$ cat src/rtl/prd_pkg.sv
package prd_pkg;

  typedef enum logic [1:0] {
    BASE_RUN    = 2'd0,
    BASE_FREEZE = 2'd1,
    BASE_HOLD   = 2'd2
  } base_mode_e;

  localparam logic [2:0] DIV_FAST = 3'b000;
  localparam logic [2:0] DIV_MID  = 3'b001;
  localparam logic [2:0] DIV_SLOW = 3'b010;

  // Classify a divisor code into run / freeze / hold-in-reset.
  function automatic base_mode_e base_mode(input logic [2:0] d);
    base_mode_e m;
    if (d[2:1] == 2'b11)
      m = BASE_HOLD;
    else if (d == DIV_FAST || d == DIV_MID || d == DIV_SLOW)
      m = BASE_RUN;
    else
      m = BASE_FREEZE;
    return m;
  endfunction

  // Number of low chain bits that must be all ones for a tick.
  function automatic logic [3:0] tap_exp(input logic [3:0] r, input logic slow);
    logic [3:0] e;
    case (r)
      4'd1:    e = slow ? 4'd7 : 4'd0;
      4'd2:    e = slow ? 4'd8 : 4'd1;
      default: e = r - 4'd1;
    endcase
    return e;
  endfunction

endpackage

$ cat src/rtl/prd_prescaler.sv
module prd_prescaler #(
  parameter int PRE_FAST = 128,
  parameter int PRE_MID  = 32
) (
  input  logic       clk,
  input  logic       rst_n,
  input  logic       clr,
  input  logic       run,
  input  logic       tb_en,
  input  logic [2:0] div_sel,
  output logic       ref_pulse
);
  import prd_pkg::*;

  localparam int PRE_MAX = (PRE_FAST > PRE_MID) ? PRE_FAST : PRE_MID;
  localparam int PW      = (PRE_MAX > 2) ? $clog2(PRE_MAX) : 1;

  logic [PW-1:0] cnt_q;
  logic [PW-1:0] lim;

  always_comb begin
    case (div_sel)
      DIV_FAST: lim = PW'(PRE_FAST - 1);
      DIV_MID:  lim = PW'(PRE_MID - 1);
      default:  lim = '0;
    endcase
  end

  assign ref_pulse = run && tb_en && (cnt_q == lim);

  always_ff @(posedge clk) begin
    if (!rst_n || clr)
      cnt_q <= '0;
    else if (run && tb_en)
      cnt_q <= (cnt_q == lim) ? '0 : cnt_q + 1'b1;
  end

endmodule

$ cat src/rtl/prd_tap_chain.sv
module prd_tap_chain #(
  parameter int CHAIN_W = 14
) (
  input  logic       clk,
  input  logic       rst_n,
  input  logic       clr,
  input  logic       ref_pulse,
  input  logic [3:0] rate_sel,
  input  logic       slow_base,
  output logic       tick_next
);
  import prd_pkg::*;

  logic [CHAIN_W-1:0] chain_q;
  logic [CHAIN_W-1:0] mask;
  logic [3:0]         sel_exp;

  assign sel_exp = tap_exp(rate_sel, slow_base);

  for (genvar i = 0; i < CHAIN_W; i++) begin : g_mask
    assign mask[i] = (32'(sel_exp) > i);
  end

  assign tick_next = ref_pulse && (rate_sel != 4'd0) && ((chain_q & mask) == mask);

  always_ff @(posedge clk) begin
    if (!rst_n || clr)
      chain_q <= '0;
    else if (ref_pulse)
      chain_q <= chain_q + 1'b1;
  end

endmodule

$ cat src/rtl/prd_sqw_gen.sv
module prd_sqw_gen (
  input  logic clk,
  input  logic rst_n,
  input  logic clear,
  input  logic toggle,
  input  logic en,
  output logic sqw
);
  logic level_q;

  always_ff @(posedge clk) begin
    if (!rst_n || clear)
      level_q <= 1'b0;
    else if (toggle)
      level_q <= ~level_q;
  end

  assign sqw = en & level_q;

endmodule

$ cat src/rtl/periodic_rate_div.sv
module periodic_rate_div #(
  parameter int PRE_FAST = 128,
  parameter int PRE_MID  = 32,
  parameter int CHAIN_W  = 14
) (
  input  logic       clk,
  input  logic       rst_n,
  input  logic       tb_en,
  input  logic [3:0] rate_sel,
  input  logic [2:0] div_sel,
  input  logic       sqw_en,
  output logic       tick,
  output logic       sqw_out
);
  import prd_pkg::*;

  localparam int CFG_W = 7;

  logic [CFG_W-1:0] cfg_q;
  logic             restart;
  base_mode_e       mode;
  logic             run, hold, chain_clr;
  logic             ref_pulse, tick_next, tick_d, tick_q;

  assign restart   = ({div_sel, rate_sel} != cfg_q);
  assign mode      = base_mode(div_sel);
  assign run       = (mode == BASE_RUN);
  assign hold      = (mode == BASE_HOLD);
  assign chain_clr = restart | hold;

  always_ff @(posedge clk) begin
    if (!rst_n) cfg_q <= '0;
    else        cfg_q <= {div_sel, rate_sel};
  end

  prd_prescaler #(.PRE_FAST(PRE_FAST), .PRE_MID(PRE_MID)) u_pre (
    .clk(clk), .rst_n(rst_n), .clr(chain_clr), .run(run),
    .tb_en(tb_en), .div_sel(div_sel), .ref_pulse(ref_pulse)
  );

  prd_tap_chain #(.CHAIN_W(CHAIN_W)) u_chain (
    .clk(clk), .rst_n(rst_n), .clr(chain_clr), .ref_pulse(ref_pulse),
    .rate_sel(rate_sel), .slow_base(div_sel == DIV_SLOW), .tick_next(tick_next)
  );

  assign tick_d = tick_next & ~chain_clr;

  always_ff @(posedge clk) begin
    if (!rst_n) tick_q <= 1'b0;
    else        tick_q <= tick_d;
  end

  assign tick = tick_q;

  prd_sqw_gen u_sqw (
    .clk(clk), .rst_n(rst_n), .clear(hold | (rate_sel == 4'd0)),
    .toggle(tick_d), .en(sqw_en), .sqw(sqw_out)
  );

endmodule

$ cat config.mk
export PLATFORM = sky130hd
export DESIGN_NAME = periodic_rate_div
export DESIGN_NICKNAME = d
export VERILOG_FILES = /design/src/rtl/prd_pkg.sv /design/src/rtl/prd_prescaler.sv /design/src/rtl/prd_tap_chain.sv /design/src/rtl/prd_sqw_gen.sv /design/src/rtl/periodic_rate_div.sv
export SDC_FILE = /design/constraint.sdc
export NUM_CORES = 1
export LEC_CHECK = 0
export BUFFER_PORTS_ARGS = -buffer_cell sky130_fd_sc_hd__buf_2
export CORE_UTILIZATION = 45
export CTS_BUF_LIST = sky130_fd_sc_hd__clkbuf_4
export DETAILED_ROUTE_END_ITERATION = 12
export GPL_TIMING_DRIVEN = 0
export SLEW_MARGIN = 10
export SYNTH_ARGS = -nofsm -noshare
export SYNTH_HDL_FRONTEND = slang
export SYNTH_SLANG_ARGS = --single-unit
export TNS_END_PERCENT = 20
$ cat constraint.sdc
create_clock -name clk -period 2.75 [get_ports clk]
set_input_delay 0.6875 -clock clk [delete_from_list [all_inputs] [get_ports clk]]
set_output_delay 0.6875 -clock clk [all_outputs]
set_load 0.02 [all_outputs]
## Yosys cells after proc, flatten, opt, wreduce, memory -nomap -nowiden

Cells that the tools add are included.

| storage, ports and cells | value |
|---|---|
| register bits after elaboration | 30 |
| input bits | 11 |
| logic and storage cells | 58 |

| cells by class | value |
|---|---|
| add/sub/neg operators | 3 |
| order comparisons | 14 |
| equality and inequality tests | 9 |
| mux-type cells | 7 |
| bitwise operators | 7 |
| reduce and logical (&&, ||, !) cells | 13 |

Operators by type and width:

| kind | number |
|---|---|
| $gt A4 B4 Y1 const B | 6 |
| $gt A4 B3 Y1 const B | 4 |
| $add A14 B1 Y14 const B | 1 |
| $and A14 B14 Y14 | 1 |
| $eq A14 B14 Y1 | 1 |
| $pmux W7 S2 | 1 |
| $gt A4 B1 Y1 const B | 2 |
| $gt A4 B2 Y1 const B | 2 |
| $pmux W4 S2 | 1 |
| $add A7 B1 Y7 const B | 1 |
| $eq A7 B7 Y1 | 1 |
| $mux W7 | 1 |
| $ne A7 B7 Y1 | 1 |
| $eq A2 B2 Y1 const B | 2 |
| $eq A4 B1 Y1 const B | 1 |
| $eq A4 B2 Y1 const B | 1 |
| $logic_and A1 B1 Y1 | 4 |
| $logic_not A4 Y1 | 1 |
| $logic_or A1 B1 Y1 | 4 |
| $mux W4 | 1 |
| $reduce_bool A4 Y1 | 1 |
| $sub A4 B1 Y4 const B | 1 |
| $eq A3 B1 Y1 const B | 1 |
| $eq A3 B2 Y1 const B | 1 |
| 9 further kinds | 12 |

## Longest topological paths before layout

Gate-level depths: netlist of run 1.

| logic depth | value |
|---|---|
| depth in word-level cells | 11 |
| depth in mapped cells | 10 |
| gate-level depth less buffers | 9 |

## Modules after synthesis

A second synthesis of run 1 with hierarchy kept.

| unflattened totals | value |
|---|---|
| cell total of the unflattened synthesis | 186 |
| area, all modules | 1,616.6 um^2 |

Modules (own cells, without submodules):

| module | times used | cells each | area each (um^2) |
|---|---|---|---|
| prd_tap_chain | 1 | 106 | 859.6 |
| prd_prescaler | 1 | 42 | 369.1 |
| periodic_rate_div | 1 | 34 | 339.1 |
| prd_sqw_gen | 1 | 4 | 48.8 |

## Worst setup path before layout of run 1

No wires, ideal clock.

| path | value |
|---|---|
| path type | input port to flip-flop |
| start point | in rate_sel[0] |
| end point | reg u_sqw.level_q |
| data arrival time | 2.733 ns |
| data required time | 2.680 ns |
| slack | -0.053 ns |
| stages | 10 |
| path through | clkbuf_1 inv_1 ha_1 o21bai_1 a21o_1 a211o_1 o2111ai_1 o31a_1 or3_1 a21oi_1 |

| on the way | value |
|---|---|
| cells in the longest elaborated chain, start to end | 7 |
| elaborated cells on any way between the ends | 30 |
| classes of those cells | add/sub: 1; order compare: 14; eq/ne: 4; mux: 1; bitwise: 5; reduce/logical: 5 |

RTL lines:

| element | line | source |
|---|---|---|
| from (decl) | periodic_rate_div.sv:9 | `input logic [3:0] rate_sel,` |
| $sub A4 B1 Y4, or another cell as far along | prd_pkg.sv:31 | `default: e = r - 4'd1;` |
| $pmux W4 S2 | prd_pkg.sv:28 | `case (r)` |
| $gt A4 B1 Y1, or another cell as far along | prd_tap_chain.sv:21 | `assign mask[i] = (32'(sel_exp) > i);` |
| $and A14 B14 Y14 | prd_tap_chain.sv:24 | `assign tick_next = ref_pulse && (rate_sel != 4'd0) && ((chain_q & mask) == mask);` |
| $eq A14 B14 Y1 | prd_tap_chain.sv:24 |  |
| $logic_and A1 B1 Y1 | prd_tap_chain.sv:24 |  |
| $and A1 B1 Y1 | periodic_rate_div.sv:46 | `assign tick_d = tick_next & ~chain_clr;` |
| to (signal assigned) | prd_sqw_gen.sv:15 | `level_q <= ~level_q;` |
| to (decl) | prd_sqw_gen.sv:9 | `logic level_q;` |

Several ways; a longest one is shown, not always the timed one.
A chain may end at the register's enable or synchronous reset.

## Final worst setup path of run 1

| path | value |
|---|---|
| start point | in rate_sel[1] |
| end point | reg u_sqw.level_q |

The elaborated chain is that of the path after synthesis.

==> results of run 1 <==
power by group through the flow:
stage	logic, µW	clock network (µW)	registers [µW]
5_1_grt	118	373	443
6_report	106	337	442
4_1_cts	104	352	442
3_3_place_gp	100	0	452
3_5_place_dp	103	0	452
2_1_floorplan	76.7	0	452
synthesized netlist by cell type, drive strengths merged (2+ instances only):
library cell,count,area (µm²)
dfxtp,30,600.6
nor2,27,101.4
nand2,16,60.06
xnor2,13,113.9
a21oi,11,55.05
and2,10,62.56
o21ai,10,50.05
xor2,9,78.83
nand4,7,58.81
ha,6,75.07
inv,6,22.52
nand3,6,30.03
or3,6,42.54
a211oi,4,42.54
nor3,4,20.02
a21o,3,22.52
and3,3,18.77
buf,3,20.01
clkbuf,3,11.26
nand2b,3,18.77
nor3b,3,22.52
a211o,2,17.52
mux2i,2,20.02
nand4bb,2,22.52
o21a,2,15.01
o21bai,2,15.01
o22ai,2,12.51
stage by stage:
step | instance area (µm²) | util [%] | setup TNS, ps | hold WS (ps)
2_1_floorplan | 1754 | - | 0 | 450.2
3_3_place_gp | 1869 | 50.68 | -512.3 | 465.3
3_5_place_dp | 1869 | 50.68 | -561.9 | 480.6
4_1_cts | 1943 | 52.68 | 0 | 494.4
5_1_grt | 1956 | 53.02 | 0 | 536.2
6_report | 1956 | 53.02 | 0 | 490.7
state kept, by name (all words and copies together), names as in the netlist:
| signal | count |
|---|---|
| tick | 1 |
| cfg_q | 7 |
| u_chain.chain_q | 14 |
| u_sqw.level_q | 1 |
| u_pre.cnt_q | 7 |
critical path, stage by stage:
cell and delay, ps:
buf_2 130, inv_1 80, ha_1 260, and4bb_1 260
nand2_1 130, a21boi_1 320, o2111ai_1 140, o31a_1 320
or3_1 350, a21oi_1 140
final cells by class:
cell class / count / area, µm²
Sequential cell: 30 / 600.6
Clock inverter: 3 / 40.04
Buffer: 5 / 27.53
Clock buffer: 5 / 37.54
Timing Repair Buffer: 11 / 55.05
Tap cell: 48 / 60.06
Multi-Input combinational cell: 166 / 1112
Fill cell: 371 / 1733
Inverter: 6 / 22.52
worst paths after layout:
kind	start	endpoint	slack [ps]	depth (start not counted)
setup / recovery	rate_sel[1]	u_sqw.level_q	170	10
hold / removal	u_sqw.level_q	u_sqw.level_q	490	2
setup reg to reg	u_pre.cnt_q[2]	u_sqw.level_q	510	7
hold reg to reg	u_sqw.level_q	u_sqw.level_q	490	2
cells by family (layout without fill, tap and decap cells):
group	after synthesis	count (layout)	synth area share [%]
XOR/XNOR	22	22	11.01
AO/OA/AOI/OAI	44	44	17.30
flip-flops	30	30	34.31
multiplexers	2	2	1.144
adder cells (fa/ha/maj)	6	6	4.289
AND/OR/NAND/NOR	92	92	28.88
buffers and inverters	12	30	3.073
cells in the final DEF (no fill, tap or decap), types with 4 or more instances in the layout:
cell type | synthesis | final
inv_1 | 6 | 6
clkbuf_4 | 0 | 5
nand3_1 | 6 | 6
buf_2 | 1 | 12
dfxtp_1 | 30 | 30
o21ai_0 | 10 | 10
ha_1 | 6 | 6
a21oi_1 | 11 | 11
nand4_1 | 6 | 6
nor2_1 | 27 | 27
nor3_1 | 4 | 4
xnor2_1 | 13 | 13
xor2_1 | 9 | 9
and2_1 | 10 | 10
or3_1 | 5 | 5
nand2_1 | 16 | 16
layer usage:
layer  wire length, µm  part of all wire [%]  global-route usage (%)  up-vias
met5                 0                     0                       0        -
met2              1684                    47                   34.21       24
met4                50                   1.4                   8.056        0
li1                  -                     -                       -      762
met1              1708                    48                   24.05      685
met3               114                   3.2                   4.464        6
timing repair:
action | in CTS | in global routing
buffers inserted | 0 | 0
pin swaps | 0 | 0
hold buffers | 0 | 0
setup endpoints to repair | 1 | 1
resized for setup | 0 | 2
==> impl_metrics.tcl, run 1 <==
set metrics [dict create \
    rsz0062_at_grt "false" \
    synth.distinct_cells 45 \
    synth_warnings 0 \
    fin_crit_sh_pct 93.81 \
    ant_nets 0 \
    setup_viol 0 \
    dr.pass1.iters 4 \
    drv_cap 0 \
    dr.first_iter.drc_count 81 \
    finClkSkew_ps 6.319 \
    p_sw_uw 210.2 \
    root_buffer "clkbuf_4" \
    worst_pin_slew_ps 459.8 \
    cp.arrival_ps 2830 \
    post_drt_wl_per_cell_um 12.98 \
    combPwrFrac_pct 11.9 \
    numPortBuffers 11 \
    gp_congestion 0.8736 \
    drive_above_1_share_pct 12.39 \
    crit_path_start_kind "input port" \
    p_leak_uw 0.0006818 \
    period_minus_slack_ps 2580 \
    routed-via-count 1477 \
    cts_tree "yes" \
    synthToLayoutAreaGrowth_pct 11.72 \
    max_freq_mhz 387.6 \
    drc 0 \
    dieHeight_um 64.37 \
    cp-end-kind "flop" \
    cts_buffers 5 \
    hp-class "reg -> reg" \
    h-tree-depth 2 \
    wl_um 3557 \
    grt_pass1_wl_um 6492 \
    slew_viol_final 0 \
    pre_cts_ws_ps -419.8 \
    power_switching_share_pct 23.76 \
    status "complete, no violations" \
    grt_max_degree 11 \
    crit_required_ps 3000 \
    final_cell_count_no_fill 274 \
    numClockSinks 30 \
    n_antenna_cell 0 \
    core_area_um2 3689 \
    p_int_uw 674.5 \
    synth-seq-area-share_pct 34.31 \
    synth_area_per_cell_um2 8.416 \
    fin_total_pwr_uw 884.7 \
    synth_fp_nets 225 \
    clkPwrFrac_pct 38.1 \
    hold_viol 0 \
    clk_latency_ps 320 \
    die_w_um 64.37 \
    rows 22 \
    path_clk_slew_ps 90 \
    cellPowerDensity_nw_per_um2 452.4 \
    antenna_found_initial 0 \
    pin_count 13 \
    synthCells 208 \
    crit_fanout 5 \
    first_global_vias 1515 \
    ys_ff_latch 30 \
    netlist_area_um2 1750 \
    start_util_pct 47.46 \
    async_flop_share_pct 0 \
    power_frac_seq_pct 50.0 \
    setup_ws_ps 170.1 \
    clk_path_buf_depth 2 \
    via_per_inst 5.391 \
    slew_headroom_pct 69.25 \
    dieArea_um2 4144 \
    vdd_drop_max_mv 0.2097 \
    synth_edf_count 0 \
    worstSetupPathType "in -> reg" \
    grt-ovfl-total 0 \
    synthFlopType "dfxtp_1" \
    place_inst 267 \
    dp_hpwl_um 2789 \
    track_usage_pct 20.03 \
    fin_nets 242 \
]
No activity file was read; power rests on OpenSTA's default activity.
==> run 2: changes to the inputs <==
--- a/config.mk
+++ b/config.mk
@@ -5,11 +5,12 @@
 export SDC_FILE = /design/constraint.sdc
 export NUM_CORES = 1
 export LEC_CHECK = 0
-export BUFFER_PORTS_ARGS = -buffer_cell sky130_fd_sc_hd__buf_2
 export CORE_UTILIZATION = 45
 export CTS_BUF_LIST = sky130_fd_sc_hd__clkbuf_4
 export DETAILED_ROUTE_END_ITERATION = 12
+export DONT_BUFFER_PORTS = 1
 export GPL_TIMING_DRIVEN = 0
+export SKIP_CTS_REPAIR_TIMING = 1
 export SLEW_MARGIN = 10
 export SYNTH_ARGS = -nofsm -noshare
 export SYNTH_HDL_FRONTEND = slang
==> constraint.sdc (replaced) <==
create_clock -name clk -period 3.1 [get_ports clk]
set_input_delay 0.775 -clock clk [delete_from_list [all_inputs] [get_ports clk]]
set_output_delay 0.775 -clock clk [all_outputs]
set_load 0.02 [all_outputs]
==> run 2 against run 1 <==
  * Die area did not move
  * Final cell count fell by 3.6%
  * Register-to-register slack improved by 290 ps
  * Worst hold slack got worse by 0.51 ps
  * Combinational power fell by 21%
  * Via count fell by 0.41%
  * Global-route usage fell by 0.082 points
  * Sequential share of layout area rose by 1.4 points
  * Utilization fell by 2.4 points
  * Clock power fell by 32%
  * Flip-flop and latch count did not move
  * Clock skew rose by 2.9 ps
  * Critical path type unchanged
  * Largest cell class unchanged
==> impl_metrics.tcl, run 2 (synthesized netlist as in run 1, its figures left out) <==
set metrics [dict create \
    cp.arrival_ps 3210 \
    rsz0062_at_grt "false" \
    place_inst 256 \
    wl_um 3668 \
    finClkSkew_ps 9.257 \
    antenna_found_initial 0 \
    numPortBuffers 0 \
    dpl_cell_area_um2 1810 \
    pin_count 13 \
    cellPowerDensity_nw_per_um2 378.1 \
    drive_above_1_share_pct 6.944 \
    routed-via-count 1471 \
    final_common_cell "dfxtp_1" \
    post_drt_wl_per_cell_um 13.89 \
    setup_viol 0 \
    start_util_pct 47.46 \
    worstPathCellList "clkbuf_1 -> inv_1 -> ha_1 -> o21bai_2 -> a21o_1 -> o22ai_1 -> a211oi_1 -> nand4_1 -> or3_1 -> a21oi_1" \
    dr.first_iter.drc_count 105 \
    critPathMaxStageDelay_ps 390 \
    regMostFlops "u_chain.chain_q" \
    grt_max_degree 11 \
    crit_fanout 8 \
    first_global_vias 1430 \
    p_int_uw 520.7 \
    fin_nets 232 \
    worst_pin_slew_ps 508.7 \
    critPathSlowestCell "a211oi_1" \
    crit_path_start_kind "input port" \
    largest_reg_flops 14 \
    p_leak_uw 0.0006217 \
    clk_path_buf_depth 2 \
    hp-class "reg -> reg" \
    register_area_um2 600.6 \
    clkPwrFrac_pct 32.6 \
    period_minus_slack_ps 2941 \
    crit_required_ps 3360 \
    critPathTopFamily "compound AO/OA/AOI/OAI gates" \
    die_w_um 64.37 \
    grt_pass1_wl_um 6396 \
    final_cell_count_no_fill 264 \
    cts_tree "yes" \
    numClockSinks 30 \
    rows 22 \
    vdd_drop_max_mv 0.1487 \
    combPwrFrac_pct 11.9 \
    hold_viol 0 \
    multi_input_area_um2 1100 \
    fin_crit_sh_pct 94.86 \
    status "complete, no violations" \
    synthToLayoutAreaGrowth_pct 6.719 \
    via_per_inst 5.572 \
    path_clk_slew_ps 90 \
    drv_cap 0 \
    drc 0 \
    cp-end-kind "flop" \
    worstSetupPathType "in -> reg" \
    p_sw_uw 185.5 \
    dp_hpwl_um 2774 \
    max_freq_mhz 340.0 \
    dieHeight_um 64.37 \
    reg.largest.list "u_chain.chain_q x14, cfg_q x7, u_pre.cnt_q x7" \
    design_area_um2 1868 \
    slew_viol_final 0 \
    clk_latency_ps 330 \
    fillers 389 \
    power_frac_seq_pct 55.5 \
    final_cell_mix "dfxtp_1 (30), nor2_1 (27), nand2_1 (16)" \
    root_buffer "clkbuf_4" \
    track_usage_pct 19.95 \
    dieArea_um2 4144 \
    ant_nets 0 \
    grt-ovfl-total 0 \
    crit_buf_inv 2 \
    cts_buffers 5 \
    gp_congestion 0.8798 \
    dr.pass1.iters 4 \
    h-tree-depth 2 \
    n_antenna_cell 0 \
    core_area_um2 3689 \
    power_switching_share_pct 26.27 \
    slew_headroom_pct 65.98 \
]
run 2: worst paths after layout:
| check | cells past startpoint | end | from | slack, ps |
|---|---|---|---|---|
| setup / recovery | 10 | u_sqw.level_q | rate_sel[0] | 160 |
| hold / removal | 2 | u_chain.chain_q[7] | u_chain.chain_q[7] | 490 |
| setup reg to reg | 7 | u_sqw.level_q | u_pre.cnt_q[2] | 800 |
| hold reg to reg | 2 | u_chain.chain_q[7] | u_chain.chain_q[7] | 490 |
run 2: through the flow:
stage	power, µW	hold slack, ps	setup WS, ps	util (%)	TNS (ps)
3_5_place_dp	483.4	482.4	-275.3	49.08	-275.3
6_report	706.2	490.2	159.3	50.64	0
4_1_cts	711.4	495.6	72.47	50.54	0
2_1_floorplan	468.3	450.2	209.9	-	0
5_1_grt	740.1	528.4	25.38	50.64	0
3_3_place_gp	480.2	467.2	-137.7	49.08	-137.7
run 2: layer usage:
metal | GRT usage, % | vias up | share of wire (%)
li1 | - | 745 | -
met1 | 24.15 | 690 | 46
met2 | 33.16 | 28 | 49
met3 | 4.821 | 8 | 3.4
met4 | 8.889 | 0 | 1.7
met5 | 0 | - | 0
run 2: power by group through the flow:
stage | Clock (µW) | Combinational (µW) | Sequential [µW]
CTS | 236 | 82.5 | 392
global placement | 0 | 79.2 | 401
detailed placement | 0 | 82.0 | 401
global route | 254 | 92.7 | 393
floorplan | 0 | 67.5 | 401
finish | 230 | 83.8 | 392
run 2: layout make-up:
type                    instances  area share [%]
well taps                      48           3.215
plain buffers                   6           1.674
clock inverters                 2          0.4689
flip-flops and latches         30           32.15
multi-input cells             166           58.87
inverters                       6           1.206
clock buffers                   6           2.411
run 2: worst min-delay path: stages, from the launching register on:
cell and delay [ps]:
dfxtp_1 320, o21ai_0 60, a21oi_1 60
